===== src/rtl/i2c_seq_pkg.sv =====
package i2c_seq_pkg;
  localparam logic [7:0] ST_STARTED   = 8'h08;
  localparam logic [7:0] ST_WADDR_ACK = 8'h18;
  localparam logic [7:0] ST_WDATA_ACK = 8'h28;
  localparam logic [7:0] ST_RADDR_ACK = 8'h40;
  localparam logic [7:0] ST_RDATA_ACK = 8'h50;
  localparam logic [7:0] ST_RDATA_NAK = 8'h58;

  typedef enum logic [1:0] {SQ_IDLE, SQ_WAIT, SQ_FETCH} sq_state_e;

  typedef enum logic [2:0] {
    ACT_ADDR, ACT_SEND, ACT_END, ACT_ACK_ON, ACT_RX_KEEP, ACT_RX_DROP, ACT_FAULT
  } sq_act_e;
endpackage


===== src/rtl/i2c_seq_rst_sync.sv =====
module i2c_seq_rst_sync (
  input  logic clk,
  input  logic rst_n,
  output logic rst_sync_n
);
  logic [1:0] sync_q;

  always_ff @(posedge clk or negedge rst_n) begin
    if (!rst_n) sync_q <= 2'b00;
    else        sync_q <= {sync_q[0], 1'b1};
  end

  assign rst_sync_n = sync_q[1];
endmodule


===== src/rtl/i2c_seq_decode.sv =====
module i2c_seq_decode
  import i2c_seq_pkg::*;
(
  input  logic [7:0] status,
  input  logic       is_read,
  input  logic       room,
  output sq_act_e    act
);
  always_comb begin
    act = ACT_FAULT;
    if (status == ST_STARTED) begin
      act = ACT_ADDR;
    end else if (!is_read) begin
      if (status == ST_WADDR_ACK || status == ST_WDATA_ACK)
        act = room ? ACT_SEND : ACT_END;
    end else begin
      case (status)
        ST_RADDR_ACK: act = ACT_ACK_ON;
        ST_RDATA_ACK: act = room ? ACT_RX_KEEP : ACT_RX_DROP;
        ST_RDATA_NAK: act = ACT_END;
        default:      act = ACT_FAULT;
      endcase
    end
  end
endmodule


===== src/rtl/i2c_seq_count.sv =====
module i2c_seq_count #(
  parameter int LEN_W = 8
) (
  input  logic             clk,
  input  logic             rst_n,
  input  logic             clr,
  input  logic [LEN_W-1:0] clr_limit,
  input  logic             inc,
  output logic [LEN_W-1:0] count,
  output logic             room
);
  logic [LEN_W-1:0] count_q, count_d, limit_q;
  logic             count_en;

  always_comb begin
    count_en = clr | inc;
    count_d  = clr ? '0 : count_q + 1'b1;
  end

  always_ff @(posedge clk or negedge rst_n) begin
    if (!rst_n) begin
      count_q <= '0;
      limit_q <= '0;
    end else begin
      if (count_en) count_q <= count_d;
      if (clr)      limit_q <= clr_limit;
    end
  end

  assign count = count_q;
  assign room  = count_q < limit_q;


  no_overflow_chk: assert property (@(posedge clk) disable iff (!rst_n)
    inc |-> room);

  count_bound_chk: assert property (@(posedge clk) disable iff (!rst_n)
    count_q <= limit_q);
endmodule


===== src/rtl/i2c_xfer_seq.sv =====
module i2c_xfer_seq
  import i2c_seq_pkg::*;
#(
  parameter int LEN_W = 8
) (
  input  logic             clk,
  input  logic             rst_n,
  input  logic             req_valid,
  input  logic [6:0]       req_addr,
  input  logic             req_read,
  input  logic [LEN_W-1:0] req_len,
  output logic             busy,
  output logic             done,
  output logic             err,
  output logic [LEN_W-1:0] xfer_count,
  input  logic             tx_valid,
  input  logic [7:0]       tx_data,
  output logic             tx_ready,
  output logic             rx_valid,
  output logic [7:0]       rx_data,
  output logic             ctl_start,
  output logic             ctl_stop,
  output logic             ctl_ack,
  output logic             ctl_load,
  output logic [7:0]       ctl_wdata,
  input  logic             ctl_event,
  input  logic [7:0]       ctl_status,
  input  logic [7:0]       ctl_rdata
);
  logic      rst_sync_n;
  sq_state_e state_q, state_d;
  sq_act_e   act;
  logic      room, cnt_clr, cnt_inc, accept;
  logic [6:0] addr_q;
  logic      rd_q;
  logic      start_q, start_d, stop_q, stop_d, load_q, load_d;
  logic      ack_q, ack_d, rxv_q, rxv_d, done_q, done_d, err_q, err_d;
  logic [7:0] wdata_q, wdata_d, rxd_q, rxd_d;

  i2c_seq_rst_sync u_rst (.clk(clk), .rst_n(rst_n), .rst_sync_n(rst_sync_n));

  i2c_seq_decode u_dec (.status(ctl_status), .is_read(rd_q), .room(room), .act(act));

  i2c_seq_count #(.LEN_W(LEN_W)) u_cnt (
    .clk(clk), .rst_n(rst_sync_n), .clr(cnt_clr), .clr_limit(req_len),
    .inc(cnt_inc), .count(xfer_count), .room(room)
  );

  always_comb begin
    state_d = state_q;
    start_d = 1'b0;
    stop_d  = 1'b0;
    load_d  = 1'b0;
    rxv_d   = 1'b0;
    done_d  = 1'b0;
    wdata_d = wdata_q;
    rxd_d   = rxd_q;
    ack_d   = ack_q;
    err_d   = err_q;
    cnt_clr = 1'b0;
    cnt_inc = 1'b0;
    accept  = 1'b0;
    case (state_q)
      SQ_IDLE: if (req_valid) begin
        accept  = 1'b1;
        cnt_clr = 1'b1;
        start_d = 1'b1;
        ack_d   = 1'b0;
        err_d   = 1'b0;
        state_d = SQ_WAIT;
      end
      SQ_WAIT: if (ctl_event) begin
        case (act)
          ACT_ADDR:    begin load_d = 1'b1; wdata_d = {addr_q, rd_q}; end
          ACT_SEND:    state_d = SQ_FETCH;
          ACT_ACK_ON:  ack_d = 1'b1;
          ACT_RX_KEEP: begin rxv_d = 1'b1; rxd_d = ctl_rdata; cnt_inc = 1'b1; ack_d = 1'b1; end
          ACT_RX_DROP: ack_d = 1'b0;
          ACT_END:     begin stop_d = 1'b1; done_d = 1'b1; state_d = SQ_IDLE; end
          default:     begin stop_d = 1'b1; done_d = 1'b1; err_d = 1'b1; state_d = SQ_IDLE; end
        endcase
      end
      SQ_FETCH: if (tx_valid) begin
        load_d  = 1'b1;
        wdata_d = tx_data;
        cnt_inc = 1'b1;
        state_d = SQ_WAIT;
      end
      default: state_d = SQ_IDLE;
    endcase
  end

  always_ff @(posedge clk or negedge rst_sync_n) begin
    if (!rst_sync_n) begin
      state_q <= SQ_IDLE;
      start_q <= 1'b0;
      stop_q  <= 1'b0;
      load_q  <= 1'b0;
      rxv_q   <= 1'b0;
      done_q  <= 1'b0;
      ack_q   <= 1'b0;
      err_q   <= 1'b0;
      wdata_q <= '0;
      rxd_q   <= '0;
      addr_q  <= '0;
      rd_q    <= 1'b0;
    end else begin
      state_q <= state_d;
      start_q <= start_d;
      stop_q  <= stop_d;
      load_q  <= load_d;
      rxv_q   <= rxv_d;
      done_q  <= done_d;
      ack_q   <= ack_d;
      err_q   <= err_d;
      wdata_q <= wdata_d;
      rxd_q   <= rxd_d;
      if (accept) begin
        addr_q <= req_addr;
        rd_q   <= req_read;
      end
    end
  end

  assign busy      = state_q != SQ_IDLE;
  assign tx_ready  = state_q == SQ_FETCH;
  assign done      = done_q;
  assign err       = err_q;
  assign rx_valid  = rxv_q;
  assign rx_data   = rxd_q;
  assign ctl_start = start_q;
  assign ctl_stop  = stop_q;
  assign ctl_ack   = ack_q;
  assign ctl_load  = load_q;
  assign ctl_wdata = wdata_q;


  busy_start_chk: assert property (@(posedge clk) disable iff (!rst_sync_n)
    $rose(busy) |-> ctl_start);

  done_stop_chk: assert property (@(posedge clk) disable iff (!rst_sync_n)
    done |-> (ctl_stop && !busy));

  done_pulse_chk: assert property (@(posedge clk) disable iff (!rst_sync_n)
    done |=> !done);

  tx_dir_chk: assert property (@(posedge clk) disable iff (!rst_sync_n)
    tx_ready |-> !rd_q);

  err_rise_chk: assert property (@(posedge clk) disable iff (!rst_sync_n)
    $rose(err) |-> done);

  rx_ack_chk: assert property (@(posedge clk) disable iff (!rst_sync_n)
    rx_valid |-> ctl_ack);
endmodule


===== config.mk =====
export PLATFORM = sky130hd
export DESIGN_NAME = i2c_xfer_seq
export DESIGN_NICKNAME = d
export VERILOG_FILES = /design/src/rtl/i2c_seq_pkg.sv /design/src/rtl/i2c_seq_rst_sync.sv /design/src/rtl/i2c_seq_decode.sv /design/src/rtl/i2c_seq_count.sv /design/src/rtl/i2c_xfer_seq.sv
export SDC_FILE = /design/constraint.sdc
export NUM_CORES = 1
export LEC_CHECK = 0
export BUFFER_PORTS_ARGS = -buffer_cell sky130_fd_sc_hd__buf_4
export CORE_MARGIN = 3
export CORE_UTILIZATION = 35
export DETAILED_ROUTE_END_ITERATION = 16
export GPL_TIMING_DRIVEN = 0
export PLACE_DENSITY = 0.58
export SYNTH_ARGS = -nofsm -noshare
export SYNTH_HDL_FRONTEND = slang
export SYNTH_SLANG_ARGS = --single-unit

===== constraint.sdc =====
create_clock -name clk -period 3.05 [get_ports clk]
set_input_delay 0.61 -clock clk [delete_from_list [all_inputs] [get_ports clk]]
set_output_delay 0.61 -clock clk [all_outputs]
set_load 0.02 [all_outputs]

==> reports/metrics.csv, run 1 <==
stage;metric;value;unit
worst_setup_path;startpoint types;flip-flop;
finish;share of cells above drive strength 1;0.302;
global_route;largest net degree at the start of global routing;26;
timing;Slew headroom;0.509;
synthesis;ys async rst share;1.00;
synthesis;largest area contributor in the netlist;dfrtp_1;
worst_setup_path;Crit Reg-Reg Endpoint;rx_data[2];
finish;Syn-to-layout area delta;32.0;%
finish;non-filler cells, final;437;
route;first drt pass iteration count;4;
global_route;GRT Overall Usage;0.148;
finish;ant diodes;0;
placement;placed insts;429;
global_route;grt ovf;0;
clocking;clk slew on worst S/H paths;0.09;ns
clocking;CTS buffer count;5;
worst_setup_path;worst endpoint required time;3.25;ns
worst_setup_path;critical path class;reg2reg;
power;Power Total;1.96;mW
timing;Final Critical Period;2.54;ns
timing;Setup violations, final;0;
flow_run;Max-cap violations;0;
timing;setup TNS;0;ns
placement;final RePlAce weighted congestion;0.799;
route;post-route ant nets;0;
clocking;H-Tree Depth;2;
worst_setup_path;worst reg2reg setup slack;0.51;ns
synthesis;cells after synthesis;255;
route;Routed WL;6080;um
floorplan;num ports;78;
floorplan;die height;91.5;um
floorplan;total core area;6940;sq um
floorplan;Die X;91.5;um
power;Static Leak;1.69;nW
run_status;status;finished clean;
clocking;clk sinks;50;
timing;Slew @ Worst Pin;0.737;ns
power;Max VDD drop;0.325;mV
clocking;CTS max path bufs;2;
placement;IO Port Bufs;77;
route;Residual DRC;0;
placement;pre-CTS setup slack;0.301;ns
timing;Final WS setup;0.508;ns
synthesis;Seq/Total Area, Yosys;0.489;
worst_setup_path;CP Max Fanout;10;
route;DR WL/cell;13.9;um
timing;unrepaired setup endpoints after global routing;no;
synthesis;Synth Warn #;0;
global_route;vias in the first global route;2160;
placement;dpl hpwl;4530;um
synthesis;top cell type's share of synthesized area;0.489;
synthesis;Yosys reg bits;50;
synthesis;dominant cells by area after synthesis;dfrtp_1, nand2_1, ha_1;
global_route;first-pass GRT wire length;9960;um
clocking;Root Driver;clkbuf_8;
hold_path;type of the worst min-delay path;in2async;
floorplan;die footprint;8380;sq um
floorplan;Site Rows;30;
clocking;Hold-fix buffers, CTS;0;
timing;post-route clock period utilization;0.833;
synthesis;syn nets;311;
synthesis;Mean Syn Cell Area;10.0;sq um
worst_setup_path;reg2reg start;u_cnt.count[5];
worst_setup_path;worst reg-to-reg path cell count;6;
global_route;initial antenna violation count;0;
floorplan;Initial Util;0.369;
clocking;CTS-repair resized insts;0;
worst_setup_path;Crit. End Element;flip-flop;
power;pwr/cell area;582;nW/um^2
clocking;post-CTS setup buffer count;0;
synthesis;ys flop type;dfrtp_1;
timing;max-slew violation count;0;
finish;Layout Nets;396;
route;via-per-instance ratio;4.93;
timing;Final Hold Fails;0;
route;via count;2153;
synthesis;synth unique cells;52;
clocking;Worst-Skew Late Latency;0.31;ns
timing;clock skew;0.00496;ns
synthesis;post-synthesis cell area;2560;sq um
worst_setup_path;Critical Path AT;2.74;ns
clocking;CTS tree;built;
timing;Fmax achieved;393;MHz
synthesis;EDFF count, synth;0;
route;DR iter-0 viols;50;
sequential cells by signal, summed over array words and instances, names as in the netlist:
| signal | cells |
|---|---|
| addr_q | 7 |
| ctl_ack | 1 |
| ctl_load | 1 |
| ctl_start | 1 |
| ctl_wdata | 8 |
| done | 1 |
| err | 1 |
| rd_q | 1 |
| rx_data | 8 |
| rx_valid | 1 |
| state_q | 2 |
| u_cnt.count | 8 |
| u_cnt.limit_q | 8 |
| u_rst.sync_q | 2 |
worst max-delay path: stages, from the launching register on:
cell	delay, ns
dfrtp_1	0.46
ha_1	0.34
a21o_1	0.16
a221oi_1	0.64
o211a_4	0.33
buf_6	0.16
mux2_2	0.34
cell type report:
| cell class | instances | area [sq um] |
|---|---|---|
| Clock inverter | 2 | 16.3 |
| Tap cell | 96 | 120 |
| Clock buffer | 6 | 82.6 |
| Sequential cell | 50 | 1250 |
| Multi-Input combinational cell | 181 | 1200 |
| Buffer | 10 | 51.3 |
| Timing Repair Buffer | 78 | 598 |
| Fill cell | 688 | 3570 |
| Inverter | 14 | 52.6 |
metal layers:
metal  GRT usage  part of all wire  vias up  wire [um]
li1            -                 -     1061          -
met1       0.185              0.46     1029       2770
met2       0.244              0.47       56       2870
met3      0.0414             0.059        7        360
met4      0.0490             0.012        0         72
met5           0                 0        -          0
kinds of logic after synthesis:
kind of cell             share of synthesized area
buffers and inverters                       0.0406
other                                      0.00146
AND/OR/NAND/NOR                              0.174
AO/OA/AOI/OAI                                0.152
multiplexers                                0.0865
XOR/XNOR                                   0.00342
flip-flops                                   0.489
adder cells (fa/ha/maj)                     0.0538
worst max path at each step:
| stage | from | endpoint | slack (ns) |
|---|---|---|---|
| floorplan | ctl_status[1] | rx_data[2] | 0.63 |
| global placement | ctl_status[1] | rx_data[2] | 0.33 |
| detailed placement | ctl_status[1] | rx_data[2] | 0.30 |
| CTS | u_cnt.count[5] | rx_data[2] | 0.48 |
| global route | u_cnt.count[5] | rx_data[7] | 0.35 |
| finish | u_cnt.count[5] | rx_data[2] | 0.51 |
where the power goes:
part | internal, mW | switching [mW] | total [mW]
combinational | 0.275 | 0.394 | 0.669
clock | 0.187 | 0.232 | 0.419
sequential | 0.807 | 0.0694 | 0.877
total | 1.27 | 0.696 | 1.96
cells in the final DEF (no fill, tap or decap), drive strengths merged, types with 2 or more instances in the layout:
cell,instances
and3,2
nor2,7
o2111ai,3
o21a,3
o21ai,20
nand4,3
nor4,2
and2,3
a21o,5
nand2b,9
ha,11
o211a,2
dfrtp,50
inv,14
o211ai,2
o22ai,2
mux2i,12
buf,82
mux2,9
a31oi,3
nand3,9
clkbuf,12
nand2,51
a21oi,5
per-stage QoR:
stage | hold WS (ns) | area, sq um | util
after floorplan | 0.314 | 2560 | -
after global placement | 0.337 | 3260 | 0.469
after detailed placement | 0.289 | 3280 | 0.472
after CTS | 0.0490 | 3380 | 0.486
after global routing | 0.0383 | 3380 | 0.486
final | 0.0609 | 3380 | 0.486
synth_stat cells, types with 2 or more instances:
cell and instances:
nand3_1 9, o21a_1 3, inv_1 13, o2111ai_1 2
clkbuf_1 6, nor2_1 7, o21ai_0 20, and3_1 2
mux2_2 4, mux2_1 5, nand2_1 51, ha_1 11
a21o_1 4, a21oi_1 4, and2_1 3, nand2b_1 9
dfrtp_1 50, a31oi_1 3, o22ai_1 2, buf_2 2
mux2i_1 12, nand4_1 3
No activity file was read; power rests on OpenSTA's default activity.
==> run 2: changes to the inputs <==
==> constraint.sdc (replaced) <==
create_clock -name clk -period 2.4 [get_ports clk]
set_input_delay 0.48 -clock clk [delete_from_list [all_inputs] [get_ports clk]]
set_output_delay 0.48 -clock clk [all_outputs]
set_load 0.02 [all_outputs]
==> reports/metrics.csv, run 2 (synthesized netlist as in run 1, its figures left out) <==
stage;metric;value;unit
route;DR iter-0 viols;41;
power;Static Leak;1.71;nW
timing;Slew headroom;0.622;
global_route;vias in the first global route;2180;
placement;placed insts;429;
worst_setup_path;Setup crit start;ctl_status[1];
global_route;largest net degree at the start of global routing;26;
route;met2 WL;2950;um
floorplan;die footprint;8380;sq um
worst_setup_path;CP Max Fanout;10;
route;Routed met1 length;2760;um
global_route;first-pass GRT wire length;10000;um
floorplan;Site Rows;30;
global_route;grt ovf;0;
power;Max VDD drop;0.417;mV
timing;unrepaired setup endpoints after global routing;no;
route;via count;2163;
route;first drt pass iteration count;4;
timing;Setup violations, final;0;
route;via-per-instance ratio;4.94;
clocking;Worst-Skew Late Latency;0.31;ns
worst_setup_path;worst endpoint required time;2.60;ns
global_route;initial antenna violation count;0;
floorplan;num ports;78;
placement;post-place instance area;3280;sq um
finish;design area;3420;sq um
placement;dpl hpwl;4530;um
clocking;clk slew on worst S/H paths;0.09;ns
run_status;status;finished clean;
worst_setup_path;startpoint types;input pin;
route;top sig layer;met4;
route;Routed WL;6130;um
route;DR WL met3;362;um
hold_path;type of the worst min-delay path;reg2async;
timing;max-slew violation count;0;
worst_setup_path;worst reg-to-reg path cell count;6;
power;Power Total;2.53;mW
clocking;H-Tree Depth;2;
timing;Final Hold Fails;0;
worst_setup_path;Crit. End Element;flip-flop;
floorplan;total core area;6940;sq um
worst_setup_path;critical path class;in2reg;
floorplan;Die X;91.5;um
clocking;CTS buffer count;5;
finish;Layout Nets;397;
route;Residual DRC;0;
timing;Slew @ Worst Pin;0.567;ns
timing;Final WS setup;0.110;ns
floorplan;Initial Util;0.369;
timing;hold_ws;0.268;ns
clocking;Root Driver;clkbuf_8;
finish;ant diodes;0;
finish;share of cells above drive strength 1;0.313;
global_route;GRT Overall Usage;0.149;
floorplan;die height;91.5;um
timing;Final Critical Period;2.29;ns
placement;final RePlAce weighted congestion;0.799;
route;DR WL/cell;14.0;um
finish;most frequent cells in the layout;buf_4, nand2_1, dfrtp_1, o21ai_0, inv_1;
finish;Syn-to-layout area delta;33.7;%
finish;non-filler cells, final;438;
finish;most common cell after layout, fill and taps aside;buf_4;
clocking;clk sinks;50;
timing;Fmax achieved;437;MHz
placement;IO Port Bufs;77;
timing;clock skew;0.00463;ns
timing;post-route clock period utilization;0.954;
clocking;CTS tree;built;
clocking;post-CTS setup buffer count;0;
flow_run;Max-cap violations;0;
placement;pre-CTS setup slack;-0.219;ns
worst_setup_path;reg2reg start;u_cnt.count[7];
route;post-route ant nets;0;
power;pwr/cell area;740;nW/um^2
clocking;CTS max path bufs;2;
worst_setup_path;Critical Path AT;2.49;ns
-- run 2: report_power, final --
| part | internal [mW] | total (mW) | leakage [nW] | switching, mW |
|---|---|---|---|---|
| combinational | 0.368 | 0.891 | 1.01 | 0.523 |
| clock | 0.238 | 0.530 | 0.0478 | 0.292 |
| sequential | 1.03 | 1.11 | 0.653 | 0.0879 |
-- run 2: timing repair --
item / CTS / global route
setup endpoints to repair: 18 / 8
hold buffers: 1 / 0
endpoints found under the hold margin: 2 / 0
resized for setup: 3 / 3
-- run 2: cell type report --
class | count | area (sq um)
Sequential cell | 50 | 1250
Buffer | 10 | 52.6
Multi-Input combinational cell | 181 | 1240
Tap cell | 96 | 120
Clock inverter | 2 | 16.3
Inverter | 14 | 52.6
Clock buffer | 6 | 82.6
Fill cell | 685 | 3520
Timing Repair Buffer | 79 | 608
-- run 2: per-stage QoR --
step	TNS, ns	utilization
after floorplan	0	-
after global placement	-2.25	0.469
after detailed placement	-2.88	0.472
after CTS	0	0.490
after global routing	0	0.493
final	0	0.493
-- run 2: routing by layer --
layer / GRT usage / vias to the layer above
met5: 0 / -
met4: 0.0490 / 0
met3: 0.0414 / 5
met2: 0.247 / 53
met1: 0.186 / 1043
li1: - / 1062
-- run 2: worst max-delay path: stages --
cell and delay (ns):
buf_4 0.10, or4_1 0.53, buf_2 0.18, nor4_4 0.42
o211a_4 0.27, buf_6 0.16, mux2_2 0.34
-- run 2: path summary, 6_finish.rpt --
| path | endpoint | slack (ns) |
|---|---|---|
| setup / recovery | rx_data[2] | 0.11 |
| hold reg to reg | addr_q[5] | 0.27 |
| max in group asynchronous | u_cnt.count[2] | 1.60 |
| hold / removal | addr_q[5] | 0.27 |
| setup reg to reg | u_cnt.count[2] | 0.12 |
| min in group clk | addr_q[1] | 0.35 |
==> run 3: changes to the inputs <==
--- a/config.mk
+++ b/config.mk
@@ -5,12 +5,15 @@
 export SDC_FILE = /design/constraint.sdc
 export NUM_CORES = 1
 export LEC_CHECK = 0
+export ABC_CLOCK_PERIOD_IN_PS = 2400
 export BUFFER_PORTS_ARGS = -buffer_cell sky130_fd_sc_hd__buf_4
+export CELL_PAD_IN_SITES_DETAIL_PLACEMENT = 2
+export CELL_PAD_IN_SITES_GLOBAL_PLACEMENT = 2
 export CORE_MARGIN = 3
-export CORE_UTILIZATION = 35
+export CORE_UTILIZATION = 31
 export DETAILED_ROUTE_END_ITERATION = 16
 export GPL_TIMING_DRIVEN = 0
-export PLACE_DENSITY = 0.58
+export PLACE_DENSITY = 0.8
 export SYNTH_ARGS = -nofsm -noshare
 export SYNTH_HDL_FRONTEND = slang
 export SYNTH_SLANG_ARGS = --single-unit
==> reports/metrics.csv, run 3 (synthesized netlist as in run 1, its figures left out) <==
stage;metric;value;unit
timing;Final WS setup;0.104;ns
clocking;CTS buffer count;5;
clocking;clk sinks;50;
worst_setup_path;critical path class;in2reg;
route;via-per-instance ratio;5.11;
floorplan;Die X;96.9;um
worst_setup_path;Crit. End Element;flip-flop;
timing;Fmax achieved;436;MHz
route;first drt pass iteration count;4;
finish;Syn-to-layout area delta;34.6;%
timing;Slew @ Worst Pin;0.539;ns
route;DR WL/cell;17.5;um
timing;setup TNS;0;ns
route;DR iter-0 viols;64;
route;Residual DRC;0;
power;Power Total;2.61;mW
worst_setup_path;startpoint types;input pin;
timing;Final Hold Fails;0;
power;Max VDD drop;0.273;mV
floorplan;num ports;78;
finish;ant diodes;0;
timing;clock skew;0.0156;ns
finish;design area;3440;sq um
worst_setup_path;Crit Reg-Reg Endpoint;rx_data[6];
finish;share of cells above drive strength 1;0.325;
finish;fill count;880;
clocking;Root Driver;clkbuf_8;
global_route;vias in the first global route;2488;
worst_setup_path;worst endpoint required time;2.59;ns
global_route;GRT Overall Usage;0.172;
worst_setup_path;Critical Path AT;2.48;ns
route;via count;2269;
finish;Layout Nets;397;
route;post-route ant nets;0;
floorplan;die height;96.9;um
placement;pre-CTS setup slack;-0.206;ns
global_route;largest net degree at the start of global routing;35;
clocking;CTS tree;built;
floorplan;total core area;7890;sq um
timing;max-slew violation count;0;
power;pwr/cell area;757;nW/um^2
finish;most frequent cells in the layout;buf_4, nand2_1, dfrtp_1, o21ai_0, inv_1;
timing;Slew headroom;0.640;
placement;IO Port Bufs;77;
placement;dpl hpwl;5700;um
timing;post-route clock period utilization;0.957;
placement;final RePlAce weighted congestion;0.782;
global_route;initial antenna violation count;0;
global_route;first-pass GRT wire length;13200;um
worst_setup_path;CP Max Fanout;10;
floorplan;die footprint;9380;sq um
worst_setup_path;reg2reg start;u_cnt.count[2];
clocking;clk slew on worst S/H paths;0.10;ns
worst_setup_path;worst reg2reg setup slack;0.12;ns
timing;Setup violations, final;0;
global_route;grt ovf;0;
timing;Final Critical Period;2.30;ns
worst_setup_path;worst reg-to-reg path cell count;6;
power;Static Leak;1.71;nW
placement;post-place instance area;3290;sq um
clocking;H-Tree Depth;2;
floorplan;Initial Util;0.325;
flow_run;Max-cap violations;0;
run_status;status;finished clean;
hold_path;type of the worst min-delay path;reg2async;
clocking;Worst-Skew Late Latency;0.31;ns
finish;most common cell after layout, fill and taps aside;buf_4;
route;Routed WL;7780;um
clocking;CTS max path bufs;2;
floorplan;Site Rows;32;
[run 3: cell types whose count changed in the layout (fill, tap and decap cells not counted)]
cell / before / now
clkbuf_1: 5 / 4
clkbuf_2: 1 / 2
clkinv_1: 1 / 0
clkinv_2: 0 / 1
clkinvlp_4: 1 / 2
inv_6: 1 / 0
nor4_1: 1 / 0
nor4_2: 0 / 1
o2111ai_1: 2 / 1
o2111ai_2: 1 / 2
[run 3: power breakdown]
group          switching, mW  internal [mW]
combinational          0.579          0.377
clock                  0.301          0.233
sequential            0.0930           1.03
total                  0.974           1.64
[run 3: metrics by stage]
stage | utilization | hold slack, ns | instances
2_1_floorplan | - | 0.184 | 255
6_report | 0.437 | 0.192 | 444
3_3_place_gp | 0.414 | 0.262 | 434
5_1_grt | 0.437 | 0.229 | 444
4_1_cts | 0.433 | 0.211 | 444
3_5_place_dp | 0.417 | 0.203 | 435
[run 3: worst max-delay path, stage by stage]
cell and delay (ns):
buf_4 0.10, or4_1 0.50, buf_2 0.18, nor4_4 0.45, o211a_4 0.28, buf_6 0.15, mux2_1 0.33
[run 3: layout make-up]
class	instances	area (sq um)	area share
Multi-Input combinational cell	181	1250	0.363
Clock inverter	2	12.5	0.00363
Timing Repair Buffer	79	608	0.177
Sequential cell	50	1250	0.364
Inverter	14	56.3	0.0163
Clock buffer	6	82.6	0.0240
Buffer	10	53.8	0.0156
Tap cell	102	128	0.0371
[run 3: worst max-delay path by stage]
stage	from	to	slack, ns	cells past startpoint
after global placement	ctl_status[1]	ctl_wdata[0]	-0.18	8
after CTS	u_cnt.count[5]	rx_data[6]	0.04	6
after detailed placement	u_cnt.count[5]	rx_data[6]	-0.21	6
after floorplan	u_cnt.count[5]	rx_data[2]	0.03	6
after global routing	u_cnt.count[7]	ctl_ack	-0.0003	6
final	ctl_status[1]	rx_data[6]	0.10	7
[run 3: routing by layer]
metal	track usage	share of wire	wire [um]	vias to the layer above
li1	-	-	-	1061
met1	0.219	0.41	3210	1165
met2	0.304	0.55	4250	39
met3	0.0339	0.034	265	4
met4	0.0324	0.0062	48	0
met5	0	0	0	-
[run 3: timing repair]
item / 4_1_cts / 5_1_grt
hold buffers: 1 / 0
endpoints found under the hold margin: 2 / 0
setup buffers: 0 / 0
gates resized for setup: 4 / 7
setup endpoints to repair: 23 / 22
pin swaps: 0 / 2
